### config.mk
export PLATFORM = sky130hd
export DESIGN_NAME = ppio_regif
export DESIGN_NICKNAME = d
export VERILOG_FILES = /design/src/rtl/ppio_pkg.sv /design/src/rtl/ppio_wr_sync.sv /design/src/rtl/ppio_ctrl_regs.sv /design/src/rtl/ppio_rd_mux.sv /design/src/rtl/ppio_regif.sv
export SDC_FILE = /design/constraint.sdc
export NUM_CORES = 1
export LEC_CHECK = 0
export ABC_AREA = 1
export ABC_CLOCK_PERIOD_IN_PS = 1500
export BUFFER_PORTS_ARGS = -buffer_cell sky130_fd_sc_hd__buf_2
export CAP_MARGIN = 0
export CORE_ASPECT_RATIO = 1.75
export CORE_MARGIN = 4
export CORE_UTILIZATION = 35
export DETAILED_ROUTE_END_ITERATION = 8
export GPL_ROUTABILITY_DRIVEN = 0
export PLACE_DENSITY = 0.63
export SLEW_MARGIN = 20
export SYNTH_ARGS = -nofsm -noshare
export SYNTH_HDL_FRONTEND = slang
export SYNTH_SLANG_ARGS = --single-unit
### constraint.sdc
create_clock -name clk -period 1.5 [get_ports clk]
set_input_delay 0.15 -clock clk [delete_from_list [all_inputs] [get_ports clk]]
set_output_delay 0.15 -clock clk [all_outputs]
set_load 0.01 [all_outputs]
### src/rtl/ppio_pkg.sv
// Shared types for the parallel port register decoder.
// Assumes 8-bit ports; the configuration layout below is fixed by the host programming model.
package ppio_pkg;

    typedef enum logic [1:0] {
        SEL_PA   = 2'b00,
        SEL_PB   = 2'b01,
        SEL_PC   = 2'b10,
        SEL_CTRL = 2'b11
    } ppio_sel_e;

    // Field order follows bits 6..0 of a definition word.
    typedef struct packed {
        logic [1:0] a_mode;
        logic       a_in;
        logic       cu_in;
        logic       b_mode;
        logic       b_in;
        logic       cl_in;
    } ppio_cfg_t;

    localparam ppio_cfg_t CFG_RESET = '{a_mode: 2'b00, a_in: 1'b1, cu_in: 1'b1,
                                        b_mode: 1'b0,  b_in: 1'b1, cl_in: 1'b1};

endpackage

### src/rtl/ppio_wr_sync.sv
// Write strobe synchroniser and capture stage.
// Samples the asynchronous write strobe on clk, holds the select, address and data
// seen at the last edge with the strobe low, and pulses commit one cycle after the
// strobe is first sampled high again. Assumes the host holds address and data stable
// while the strobe is low.
module ppio_wr_sync
    import ppio_pkg::*;
#(
    parameter int W = 8
) (
    input  logic         clk,
    input  logic         rst_n,
    input  logic         cs_n,
    input  logic [1:0]   addr,
    input  logic         wr_n,
    input  logic [W-1:0] din,
    output logic         commit,
    output ppio_sel_e    c_addr,
    output logic [W-1:0] c_data
);

    logic wr_s1, wr_s2, cap_sel;

    // Two-stage strobe history for rising-edge detection.
    always_ff @(posedge clk) begin
        if (!rst_n) begin
            wr_s1 <= 1'b1;
            wr_s2 <= 1'b1;
        end else begin
            wr_s1 <= wr_n;
            wr_s2 <= wr_s1;
        end
    end

    // Capture bus fields while the strobe is low.
    always_ff @(posedge clk) begin
        if (!rst_n) begin
            cap_sel <= 1'b0;
            c_addr  <= SEL_PA;
            c_data  <= '0;
        end else if (!wr_n) begin
            cap_sel <= !cs_n;
            c_addr  <= ppio_sel_e'(addr);
            c_data  <= din;
        end
    end

    assign commit = wr_s1 & ~wr_s2 & cap_sel;

    // a commit is a single-cycle pulse.
    a_r8_commit_single: assert property (@(posedge clk) disable iff (!rst_n)
        commit |=> !commit);

endmodule

### src/rtl/ppio_ctrl_regs.sv
// Configuration register and port output latches.
// Applies committed writes: port writes load a latch; configuration writes either
// redefine every port (clearing the latches) or change one port C latch bit.
module ppio_ctrl_regs
    import ppio_pkg::*;
#(
    parameter int W = 8
) (
    input  logic         clk,
    input  logic         rst_n,
    input  logic         commit,
    input  ppio_sel_e    c_addr,
    input  logic [W-1:0] c_data,
    output ppio_cfg_t    cfg,
    output logic [W-1:0] pa_lat,
    output logic [W-1:0] pb_lat,
    output logic [W-1:0] pc_lat
);

    localparam int SEL_W = $clog2(W);
    localparam int CFG_W = $bits(ppio_cfg_t);

    logic ctrl_go, bsr_go, def_go;
    assign ctrl_go = commit && (c_addr == SEL_CTRL);
    assign def_go  = ctrl_go &&  c_data[W-1];
    assign bsr_go  = ctrl_go && !c_data[W-1];

    // Apply a committed write to the latches or the configuration.
    always_ff @(posedge clk) begin
        if (!rst_n) begin
            cfg    <= CFG_RESET;
            pa_lat <= '0;
            pb_lat <= '0;
            pc_lat <= '0;
        end else if (commit) begin
            unique case (c_addr)
                SEL_PA: pa_lat <= c_data;
                SEL_PB: pb_lat <= c_data;
                SEL_PC: pc_lat <= c_data;
                SEL_CTRL: begin
                    if (c_data[W-1]) begin
                        cfg    <= ppio_cfg_t'(c_data[CFG_W-1:0]);
                        pa_lat <= '0;
                        pb_lat <= '0;
                        pc_lat <= '0;
                    end else begin
                        pc_lat[c_data[SEL_W:1]] <= c_data[0];
                    end
                end
            endcase
        end
    end

    // a single-bit command leaves the definition alone.
    a_r7_bsr_keeps_cfg: assert property (@(posedge clk) disable iff (!rst_n)
        bsr_go |=> $stable(cfg));
    // a single-bit command flips at most one port C bit.
    a_r7_bsr_one_bit: assert property (@(posedge clk) disable iff (!rst_n)
        bsr_go |=> ($countones(pc_lat ^ $past(pc_lat)) <= 1));
    // ports A and B are untouched by a single-bit command.
    a_r7_bsr_keeps_ab: assert property (@(posedge clk) disable iff (!rst_n)
        bsr_go |=> ($stable(pa_lat) && $stable(pb_lat)));
    // a definition word empties every latch.
    a_r6_def_clears: assert property (@(posedge clk) disable iff (!rst_n)
        def_go |=> (pa_lat == '0 && pb_lat == '0 && pc_lat == '0));
    // port writes never alter the configuration.
    a_r2_port_write_keeps_cfg: assert property (@(posedge clk) disable iff (!rst_n)
        (commit && c_addr != SEL_CTRL) |=> $stable(cfg));

endmodule

### src/rtl/ppio_rd_mux.sv
// Host read multiplexer.
// Chooses pin or latch per port (per nibble for port C) from the direction bits and
// enables the host data bus only for a selected read of a port address.
module ppio_rd_mux #(
    parameter int W = 8
) (
    input  logic         cs_n,
    input  logic         rd_n,
    input  logic [1:0]   addr,
    input  logic         a_in,
    input  logic         b_in,
    input  logic         cu_in,
    input  logic         cl_in,
    input  logic [W-1:0] pa_in,
    input  logic [W-1:0] pb_in,
    input  logic [W-1:0] pc_in,
    input  logic [W-1:0] pa_lat,
    input  logic [W-1:0] pb_lat,
    input  logic [W-1:0] pc_lat,
    output logic [W-1:0] dout,
    output logic         dout_oe
);

    localparam int NIB = W / 2;

    logic [W-1:0] pc_view;
    logic [1:0]   nib_in;
    assign nib_in = {cu_in, cl_in};

    // Per-nibble choice of pin or latch for port C.
    for (genvar h = 0; h < 2; h++) begin : g_nib
        assign pc_view[h*NIB +: NIB] = nib_in[h] ? pc_in[h*NIB +: NIB] : pc_lat[h*NIB +: NIB];
    end

    // Select the read source by address.
    always_comb begin
        unique case (addr)
            2'b00:   dout = a_in ? pa_in : pa_lat;
            2'b01:   dout = b_in ? pb_in : pb_lat;
            2'b10:   dout = pc_view;
            default: dout = '0;
        endcase
    end

    assign dout_oe = !cs_n && !rd_n && (addr != 2'b11);

endmodule

### src/rtl/ppio_regif.sv
// Top of the parallel port register decoder.
// Joins the write synchroniser, the configuration/latch registers and the read
// multiplexer, and expands direction bits into per-pin output enables.
module ppio_regif
    import ppio_pkg::*;
#(
    parameter int W = 8
) (
    input  logic         clk,
    input  logic         rst_n,
    input  logic         cs_n,
    input  logic [1:0]   addr,
    input  logic         rd_n,
    input  logic         wr_n,
    input  logic [W-1:0] din,
    output logic [W-1:0] dout,
    output logic         dout_oe,
    input  logic [W-1:0] pa_in,
    output logic [W-1:0] pa_out,
    output logic [W-1:0] pa_oe,
    input  logic [W-1:0] pb_in,
    output logic [W-1:0] pb_out,
    output logic [W-1:0] pb_oe,
    input  logic [W-1:0] pc_in,
    output logic [W-1:0] pc_out,
    output logic [W-1:0] pc_oe,
    output logic [1:0]   mode_a,
    output logic         mode_b
);

    localparam int NIB = W / 2;

    logic         commit;
    ppio_sel_e    c_addr;
    logic [W-1:0] c_data;
    ppio_cfg_t    cfg;

    ppio_wr_sync #(.W(W)) u_sync (
        .clk(clk), .rst_n(rst_n), .cs_n(cs_n), .addr(addr), .wr_n(wr_n), .din(din),
        .commit(commit), .c_addr(c_addr), .c_data(c_data)
    );

    ppio_ctrl_regs #(.W(W)) u_regs (
        .clk(clk), .rst_n(rst_n), .commit(commit), .c_addr(c_addr), .c_data(c_data),
        .cfg(cfg), .pa_lat(pa_out), .pb_lat(pb_out), .pc_lat(pc_out)
    );

    ppio_rd_mux #(.W(W)) u_mux (
        .cs_n(cs_n), .rd_n(rd_n), .addr(addr),
        .a_in(cfg.a_in), .b_in(cfg.b_in), .cu_in(cfg.cu_in), .cl_in(cfg.cl_in),
        .pa_in(pa_in), .pb_in(pb_in), .pc_in(pc_in),
        .pa_lat(pa_out), .pb_lat(pb_out), .pc_lat(pc_out),
        .dout(dout), .dout_oe(dout_oe)
    );

    // Whole-port enables for A and B; nibble-wide enables for C.
    assign pa_oe = {W{~cfg.a_in}};
    assign pb_oe = {W{~cfg.b_in}};
    assign pc_oe = {{NIB{~cfg.cu_in}}, {NIB{~cfg.cl_in}}};
    assign mode_a = cfg.a_mode;
    assign mode_b = cfg.b_mode;

    // the configuration address never drives the host bus.
    a_r4_ctrl_read_float: assert property (@(posedge clk) disable iff (!rst_n)
        (!cs_n && addr == 2'b11) |-> !dout_oe);
    // a deselected block never drives the host bus.
    a_r3_deselect_float: assert property (@(posedge clk) disable iff (!rst_n)
        cs_n |-> !dout_oe);
    // an input port A read returns its pins.
    a_r9_input_reads_pins: assert property (@(posedge clk) disable iff (!rst_n)
        (dout_oe && addr == 2'b00 && pa_oe == '0) |-> (dout == pa_in));

endmodule

* Word level (Yosys, flattened, before mapping)
Index checks and enable logic that the tools add are counted.
** Operators by class
- Reductions and logical operators :: 14
- Mux-type cells :: 13
- $lt $le $gt $ge :: 2
- Eq/ne operators :: 7
- Bitwise operators :: 7
** Operators with widths (count)
- case mux 8 bit (2 select lines) :: 3
- 2-to-1 mux 8 bit :: 4
- case mux 8 bit (3 select lines) :: 1
- AND reduction 3 bit :: 3
- bitwise mux 8 bit :: 1
- 2-to-1 mux 4 bit :: 2
- equality test 2 bit, second input constant :: 3
- nonzero test 2 bit :: 3
- NOT 1 bit :: 5
- equality test 2 x 1 -> 1 bit, second input constant :: 2
- logical NOT 2 bit :: 2
- less-than comparator 3 x 4 -> 1 bit, second input constant :: 1
- inequality test 2 bit, second input constant :: 2
- demux 1 bit (select 3 bit) :: 1
- >= comparator 3 x 1 -> 1 bit, second input constant :: 1
- logical AND 1 bit :: 3
- AND 1 bit :: 2
- logical NOT 1 bit :: 2
- AND reduction 2 bit :: 1
- 2-to-1 mux 1 bit :: 1
** Word-level totals
- Word-level logic and storage cells :: 57
- Bits of input ports :: 39
- Flip-flop bits (word level) :: 44

* Logic depth before layout (Yosys ltp)
Gate-level depths: netlist of the first run.
- Depth in word-level cells :: 7
- Gate-level depth with buffers :: 8
- Gate-level depth less buffers :: 7

* Modules after synthesis
Synthesis of the first run repeated with hierarchy kept, for this count alone.
** Unflattened totals
- Cell total of the unflattened synthesis :: 443
- Area, all modules :: 2635.0 µm²
** Modules (own cells, without submodules)
- ppio_ctrl_regs :: area each 1431.4 µm², cells each 216, instances 1
- ppio_wr_sync :: area each 531.8 µm², cells each 76, instances 1
- ppio_rd_mux :: area each 506.7 µm², cells each 127, instances 1
- ppio_regif :: area each 165.2 µm², cells each 24, instances 1

* Least setup slack after synthesis of the first run
Ideal clock, no wire load.
- Path type :: register to output
- Start :: reg, netlist name u_regs.cfg[4]
- End :: out dout[7]
- Cell stages (with the launch flop) :: 5
- Setup slack :: 0.321 ns
- Data required time :: 1.350 ns
- Buffers on the path :: 1
- Arrival :: 1.029 ns
- Path through :: dfxtp_1 -> inv_1 -> buf_2 -> nor2_1 -> o211ai_1
** Between the ends
- Word-level cells in the longest chain between the ends :: 2
** RTL lines
- 2-to-1 mux 8 bit :: RTL line ppio_rd_mux.sv:38 : 2'b00: dout = a_in ? pa_in : pa_lat;
- case mux 8 bit (3 select lines) :: RTL line ppio_rd_mux.sv:37 : unique case (addr)
- to (decl) :: RTL line ppio_regif.sv:16 : output logic [W-1:0] dout,
Every way passes these cells.

* Worst setup path in the final report of the first run
- Start :: reg, netlist name u_regs.cfg[4]
- End :: out dout[2]
** Between the ends
- Word-level cells in the longest chain between the ends :: 2
** RTL lines (RTL line)
- 2-to-1 mux 8 bit :: ppio_rd_mux.sv:38
- case mux 8 bit (3 select lines) :: ppio_rd_mux.sv:37
Every way passes these cells.

==> results of run 1 <==
stage by stage:
step	instance area [um2]	std cells	TNS (ns)	worst slack, ns
2_1_floorplan	2490	384	0	0.321
3_5_place_dp	2930	543	0	0.114
3_3_place_gp	2930	543	0	0.130
5_1_grt	3150	557	-1.66	-0.170
4_1_cts	3130	556	-0.365	-0.0709
6_report	3150	557	-0.390	-0.0726
cell type report:
cell class	instances	share of cell area (%)
sequential	44	28.1
tap	84	3.33
clock inverter	2	0.318
inverter	48	5.92
clock buffer	6	4.41
multi-input combinational	259	38.0
timing repair buffer	114	19.9
registers in the layout, indices dropped and copies added, names as in the netlist:
register / count
u_sync.cap_sel: 1
u_sync.wr_s2: 1
u_regs.pb_lat: 8
u_sync.wr_s1: 1
u_regs.pa_lat: 8
u_sync.c_data: 8
u_regs.pc_lat: 8
u_sync.c_addr: 2
u_regs.cfg: 7
critical path: stages, from the launching register on:
cell and delay [ns]:
dfxtp_2 0.35, clkinvlp_4 0.13, buf_2 0.19, o211ai_1 0.22, nand3_1 0.09, buf_2 0.16
power groups by stage:
stage	combinational, mW	clock [mW]	sequential (mW)
final	0.299	1.09	1.23
after global routing	0.337	1.17	1.23
after global placement	0.294	0	1.25
after detailed placement	0.295	0	1.25
after CTS	0.298	1.12	1.23
after floorplan	0.169	0	1.25
cell usage in the layout (no fill, tap or decap), types with 2 or more instances in the layout:
cell type and count:
inv_1 44, nand2_4 2, nor2_4 3, nand3_1 19
dfxtp_1 42, nor2_2 5, buf_4 12, buf_2 99
a21oi_1 18, nand2_2 2, nor2_1 64, o21ai_1 3
o21ai_0 24, buf_6 2, clkbuf_16 5, o211ai_1 18
nand2_1 97, clkinv_2 4
cell families (layout without fill, tap and decap cells):
| group | count (synthesis) | in the layout | synth area share, % |
|---|---|---|---|
| flip-flops | 44 | 44 | 35.4 |
| buffers and inverters | 81 | 170 | 16.5 |
| AO/OA/AOI/OAI | 65 | 65 | 15.3 |
| AND/OR/NAND/NOR | 194 | 194 | 32.7 |
timing repair:
item	4_1_cts	5_1_grt
setup buffers	5	1
pin swaps	4	3
hold endpoints to repair	0	0
gates resized for setup	8	3
setup endpoints to repair	8	18
worst max-delay path by stage:
stage | slack (ns) | endpoint | from
floorplan | 0.32 | dout[7] | u_regs.cfg[4]$_SDFFE_PN1P_
global placement | 0.13 | dout[0] | u_regs.cfg[0]$_SDFFE_PN1P_
detailed placement | 0.11 | dout[0] | u_regs.cfg[0]$_SDFFE_PN1P_
CTS | -0.07 | dout[3] | u_regs.cfg[4]$_SDFFE_PN1P_
global route | -0.17 | dout[3] | u_regs.cfg[4]$_SDFFE_PN1P_
finish | -0.07 | dout[2] | u_regs.cfg[4]$_SDFFE_PN1P_
layer usage:
layer / vias to the layer above / global-route usage (%)
li1: 1361 / -
met1: 1159 / 18.4
met2: 113 / 29.8
met3: 11 / 3.60
met4: 0 / 7.88
met5: - / 0
==> impl_metrics.tcl, run 1 <==
set metrics [dict create \
    status "complete, but fails checks" \
    violations "negative setup slack" \
    power_density_mw_per_mm2 830 \
    grt_pass1_vias 2466 \
    p_int_mw 1.97 \
    critPathCaptureType "output pin" \
    min_period_over_period_pct 105 \
    worst_hold_slack_ns 0.0539 \
    dpl.hpwl_um 5700 \
    grt_pass1_wl_um 11400 \
    min_path_type "input port to register" \
    critPathKind "register to output pin" \
    synth.most_common_cell "nand2_1" \
    p_sw_share_pct 24.7 \
    synth_warnings 0 \
    cts_buffers 5 \
    seq_area_frac_synth_pct 35.4 \
    start_util_pct 36.0 \
    rows 40 \
    final_max_slew_viol_count 0 \
    syn_nets 423 \
    cts.reportedPaths.clkPinSlew_ns 0.06 \
    routed_wl_um 7250 \
    syn_area_mm2 0.00249 \
    yosysUniqueCellTypes 24 \
    maxCapViolations 0 \
    ys_ff_latch 44 \
    synth_ff_type "dfxtp_1" \
    portBuffers 98 \
    power_frac_comb_pct 11.4 \
    multi_input_area_mm2 0.00120 \
    via_per_inst 4.75 \
    grt_max_degree 20 \
    clockBufferDepth 2 \
    n_antenna_cell 0 \
    h-tree-depth 2 \
    coreArea_mm2 0.00691 \
    fin_nets 511 \
    avgRoutedWirePerCell_um 13.0 \
    worstPathMaxFanout 8 \
    synth_edf_count 0 \
    synthArstFlopShare_pct 0 \
    worstSetupStartpointType "register" \
    p_leak_nw 1.78 \
    reg2reg_setup_slack_ns 0.16 \
    yosysTopAreaCell "dfxtp_1" \
    seqPwrFrac_pct 46.9 \
    dr_wl_met3_um 595 \
    report.final.hold_viol_count 0 \
    reg2reg_from "u_sync.cap_sel$_SDFFE_PN0N_" \
    clock_latency_ns 0.28 \
    fmax_mhz 636 \
    synthTopCellsByCount "nand2_1, nor2_1, inv_1" \
    setup-violations-final 15 \
    tritoncts "built" \
    period_minus_slack_ns 1.57 \
    hp-start "cs_n" \
    relSlewSlack_pct 72.0 \
    switching_power_mw 0.647 \
    wl_met1_um 2780 \
    drive_above_1_share_pct 30.4 \
    cts_sinks 44 \
    dr.pass1.iters 4 \
    clock_skew_ns 0.00324 \
    num-fill-cells 734 \
    ir_drop_v 0.000594 \
    holdPathStages 2 \
    post-route-util_pct 45.6 \
    crit_required_ns 1.35 \
    route.met2.wl_um 3650 \
    synth.avg_cell_area_um2 6.47 \
    drc 0 \
    synth_top_area_share_pct 35.4 \
    cts_root_buf "clkbuf_16" \
    detail-route-antenna-nets 0 \
    grtUsageTotal_pct 16.7 \
    syn_inst 384 \
    dieArea_mm2 0.00857 \
    ios 99 \
    die_x_um 71.7 \
    grt_remaining_overflow 0 \
    holdBufCountCts 0 \
    vias 2644 \
    antenna_found_initial 0 \
    synthTopCellsByArea "dfxtp_1, nand2_1, nor2_1, inv_1, buf_4" \
    rsz0062_at_grt "true" \
    drtIter0Drc 139 \
    seq_area_um2 886 \
    fp.dieH_um 119 \
    worst_pin_slew_ns 0.416 \
    area_delta_synth_final_pct 26.8 \
    ff2ff_path_depth 7 \
    holdPathEnd "u_sync.cap_sel$_SDFFE_PN0N_" \
    top_layer_used "met4" \
    p_total_mw 2.62 \
    r2r-end "u_regs.pb_lat[1]$_SDFFE_PN0P_" \
    setup_ws_ns -0.0726 \
    power.share.clock_pct 41.7 \
    crit_arrival_ns 1.42 \
]
(Power assumes the default switching activity.)
==> run 2, diff against run 1 <==
--- a/config.mk
+++ b/config.mk
@@ -11,10 +11,10 @@
 export CAP_MARGIN = 0
 export CORE_ASPECT_RATIO = 1.75
 export CORE_MARGIN = 4
-export CORE_UTILIZATION = 35
+export CORE_UTILIZATION = 41
 export DETAILED_ROUTE_END_ITERATION = 8
 export GPL_ROUTABILITY_DRIVEN = 0
-export PLACE_DENSITY = 0.63
+export PLACE_DENSITY = 0.71
 export SLEW_MARGIN = 20
 export SYNTH_ARGS = -nofsm -noshare
 export SYNTH_HDL_FRONTEND = slang
==> run 2 against run 1 <==
- the run now ends clean
- sequential power barely moved
- sequential cell count unchanged
- global-route usage increased by 2.3 points
- non-clock buffer count is 5 lower
- critical path depth unchanged
- total power is 7.7% lower
- final area decreased by 2.1%
- register-to-register slack worse by 0.02 ns
- critical endpoint is now dout[5]
==> impl_metrics.tcl, run 2 (same netlist as run 1, synthesis figures left out) <==
set metrics [dict create \
    antenna_found_initial 0 \
    clockBufferDepth 2 \
    setup_ws_ns 0.0164 \
    grt_remaining_overflow 0 \
    n_antenna_cell 0 \
    holdPathStages 2 \
    relSlewSlack_pct 75.3 \
    worst_hold_slack_ns 0.0423 \
    maxCapViolations 0 \
    setup-violations-final 0 \
    dieArea_mm2 0.00742 \
    clock_skew_ns 0.00595 \
    power_frac_comb_pct 12.4 \
    grtUsageTotal_pct 19.0 \
    dr.pass1.iters 4 \
    status "finished, final reports clean" \
    seqPwrFrac_pct 50.7 \
    fin_nets 506 \
    coreArea_mm2 0.00588 \
    power_density_mw_per_mm2 782 \
    p_sw_share_pct 25.2 \
    via_per_inst 4.76 \
    ff2ff_path_depth 7 \
    fin_cells 546 \
    dp_slack_ns 0.127 \
    drtIter0Drc 86 \
    start_util_pct 42.3 \
    fmax_mhz 674 \
    period_minus_slack_ns 1.48 \
    cts_buffers 5 \
    grt_max_degree 26 \
    avgRoutedWirePerCell_um 12.6 \
    crit_arrival_ns 1.33 \
    min_path_type "input port to register" \
    switching_power_mw 0.609 \
    die_x_um 66.9 \
    worstSetupStartpointType "register" \
    critPathKind "register to output pin" \
    detail-route-antenna-nets 0 \
    portBuffers 98 \
    power.share.clock_pct 36.9 \
    p_leak_nw 1.74 \
    cts_sinks 44 \
    rsz0062_at_grt "true" \
    p_int_mw 1.80 \
    dpl.hpwl_um 5550 \
    min_period_over_period_pct 98.9 \
    drive_above_1_share_pct 30.6 \
    holdBufCountCts 0 \
    report.final.hold_viol_count 0 \
    grt_pass1_vias 2448 \
    routed_wl_um 6900 \
    final_max_slew_viol_count 0 \
    num-fill-cells 633 \
    area_delta_synth_final_pct 24.2 \
    vias 2597 \
    cts.reportedPaths.clkPinSlew_ns 0.07 \
    drc 0 \
    fp.dieH_um 111 \
    critPathCaptureType "output pin" \
    h-tree-depth 2 \
    mostFrequentLayoutCell "buf_2" \
    tritoncts "built" \
    clock_latency_ns 0.30 \
    ios 99 \
    rows 37 \
    cts_root_buf "clkbuf_8" \
    fin_tns_setup_ns 0 \
    crit_required_ns 1.35 \
    grt_pass1_wl_um 11000 \
    worstPathMaxFanout 5 \
    final_cell_mix "buf_2, nand2_1, nor2_1" \
    reg2reg_setup_slack_ns 0.14 \
    worst_pin_slew_ns 0.369 \
    place_inst 535 \
    ir_drop_v 0.000384 \
]
[run 2: worst max-delay path, cell delays in order (launching register included)]
cell and delay [ns]:
dfxtp_2 0.35, inv_4 0.05, buf_6 0.12, o211ai_1 0.22, nand3_1 0.14, buf_2 0.16
[run 2: path summary, 6_finish.rpt]
| kind | from | end |
|---|---|---|
| worst max-delay path | u_regs.cfg[4]$_SDFFE_PN1P_ | dout[5] |
| worst min-delay path | cs_n | u_sync.cap_sel$_SDFFE_PN0N_ |
| worst max register to register | u_sync.c_addr[0]$_SDFFE_PN0N_ | u_regs.pb_lat[4]$_SDFFE_PN0P_ |
| worst min register to register | u_sync.wr_s1$_SDFF_PN1_ | u_sync.wr_s2$_SDFF_PN1_ |
[run 2: what timing repair did]
action                                  CTS  global route
buffers inserted                          2             1
endpoints found under the setup margin    8             8
pin swaps                                 3             6
gates resized for setup                  13            10
hold endpoints to repair                  0             0
[run 2: cell type report]
class	count	area, um2	share of cell area, %
sequential	44	888	28.8
inverter	48	190	6.16
multi-input combinational	259	1210	39.1
clock inverter	2	35.0	1.13
timing repair buffer	109	597	19.3
tap	78	97.6	3.16
clock buffer	6	72.6	2.35
[run 2: stage by stage]
stage	utilization (%)	area, um2	total power [mW]
after floorplan	-	2490	1.42
after global placement	49.6	2920	1.55
after detailed placement	49.6	2920	1.55
after CTS	52.0	3060	2.43
after global routing	52.5	3090	2.52
final	52.5	3090	2.41
[run 2: layer usage]
metal / vias up / GRT usage [%] / routed length (um)
li1: 1350 / - / -
met1: 1123 / 20.4 / 2630
met2: 104 / 33.9 / 3480
met3: 20 / 3.75 / 531
met4: 0 / 9.35 / 260
met5: - / 0 / 0
[run 2: power by group through the flow]
stage	Clock, mW	Sequential [mW]	Combinational [mW]
after global routing	0.950	1.23	0.340
after detailed placement	0	1.25	0.296
final	0.891	1.22	0.299
after global placement	0	1.25	0.295
after CTS	0.911	1.23	0.299
after floorplan	0	1.25	0.169
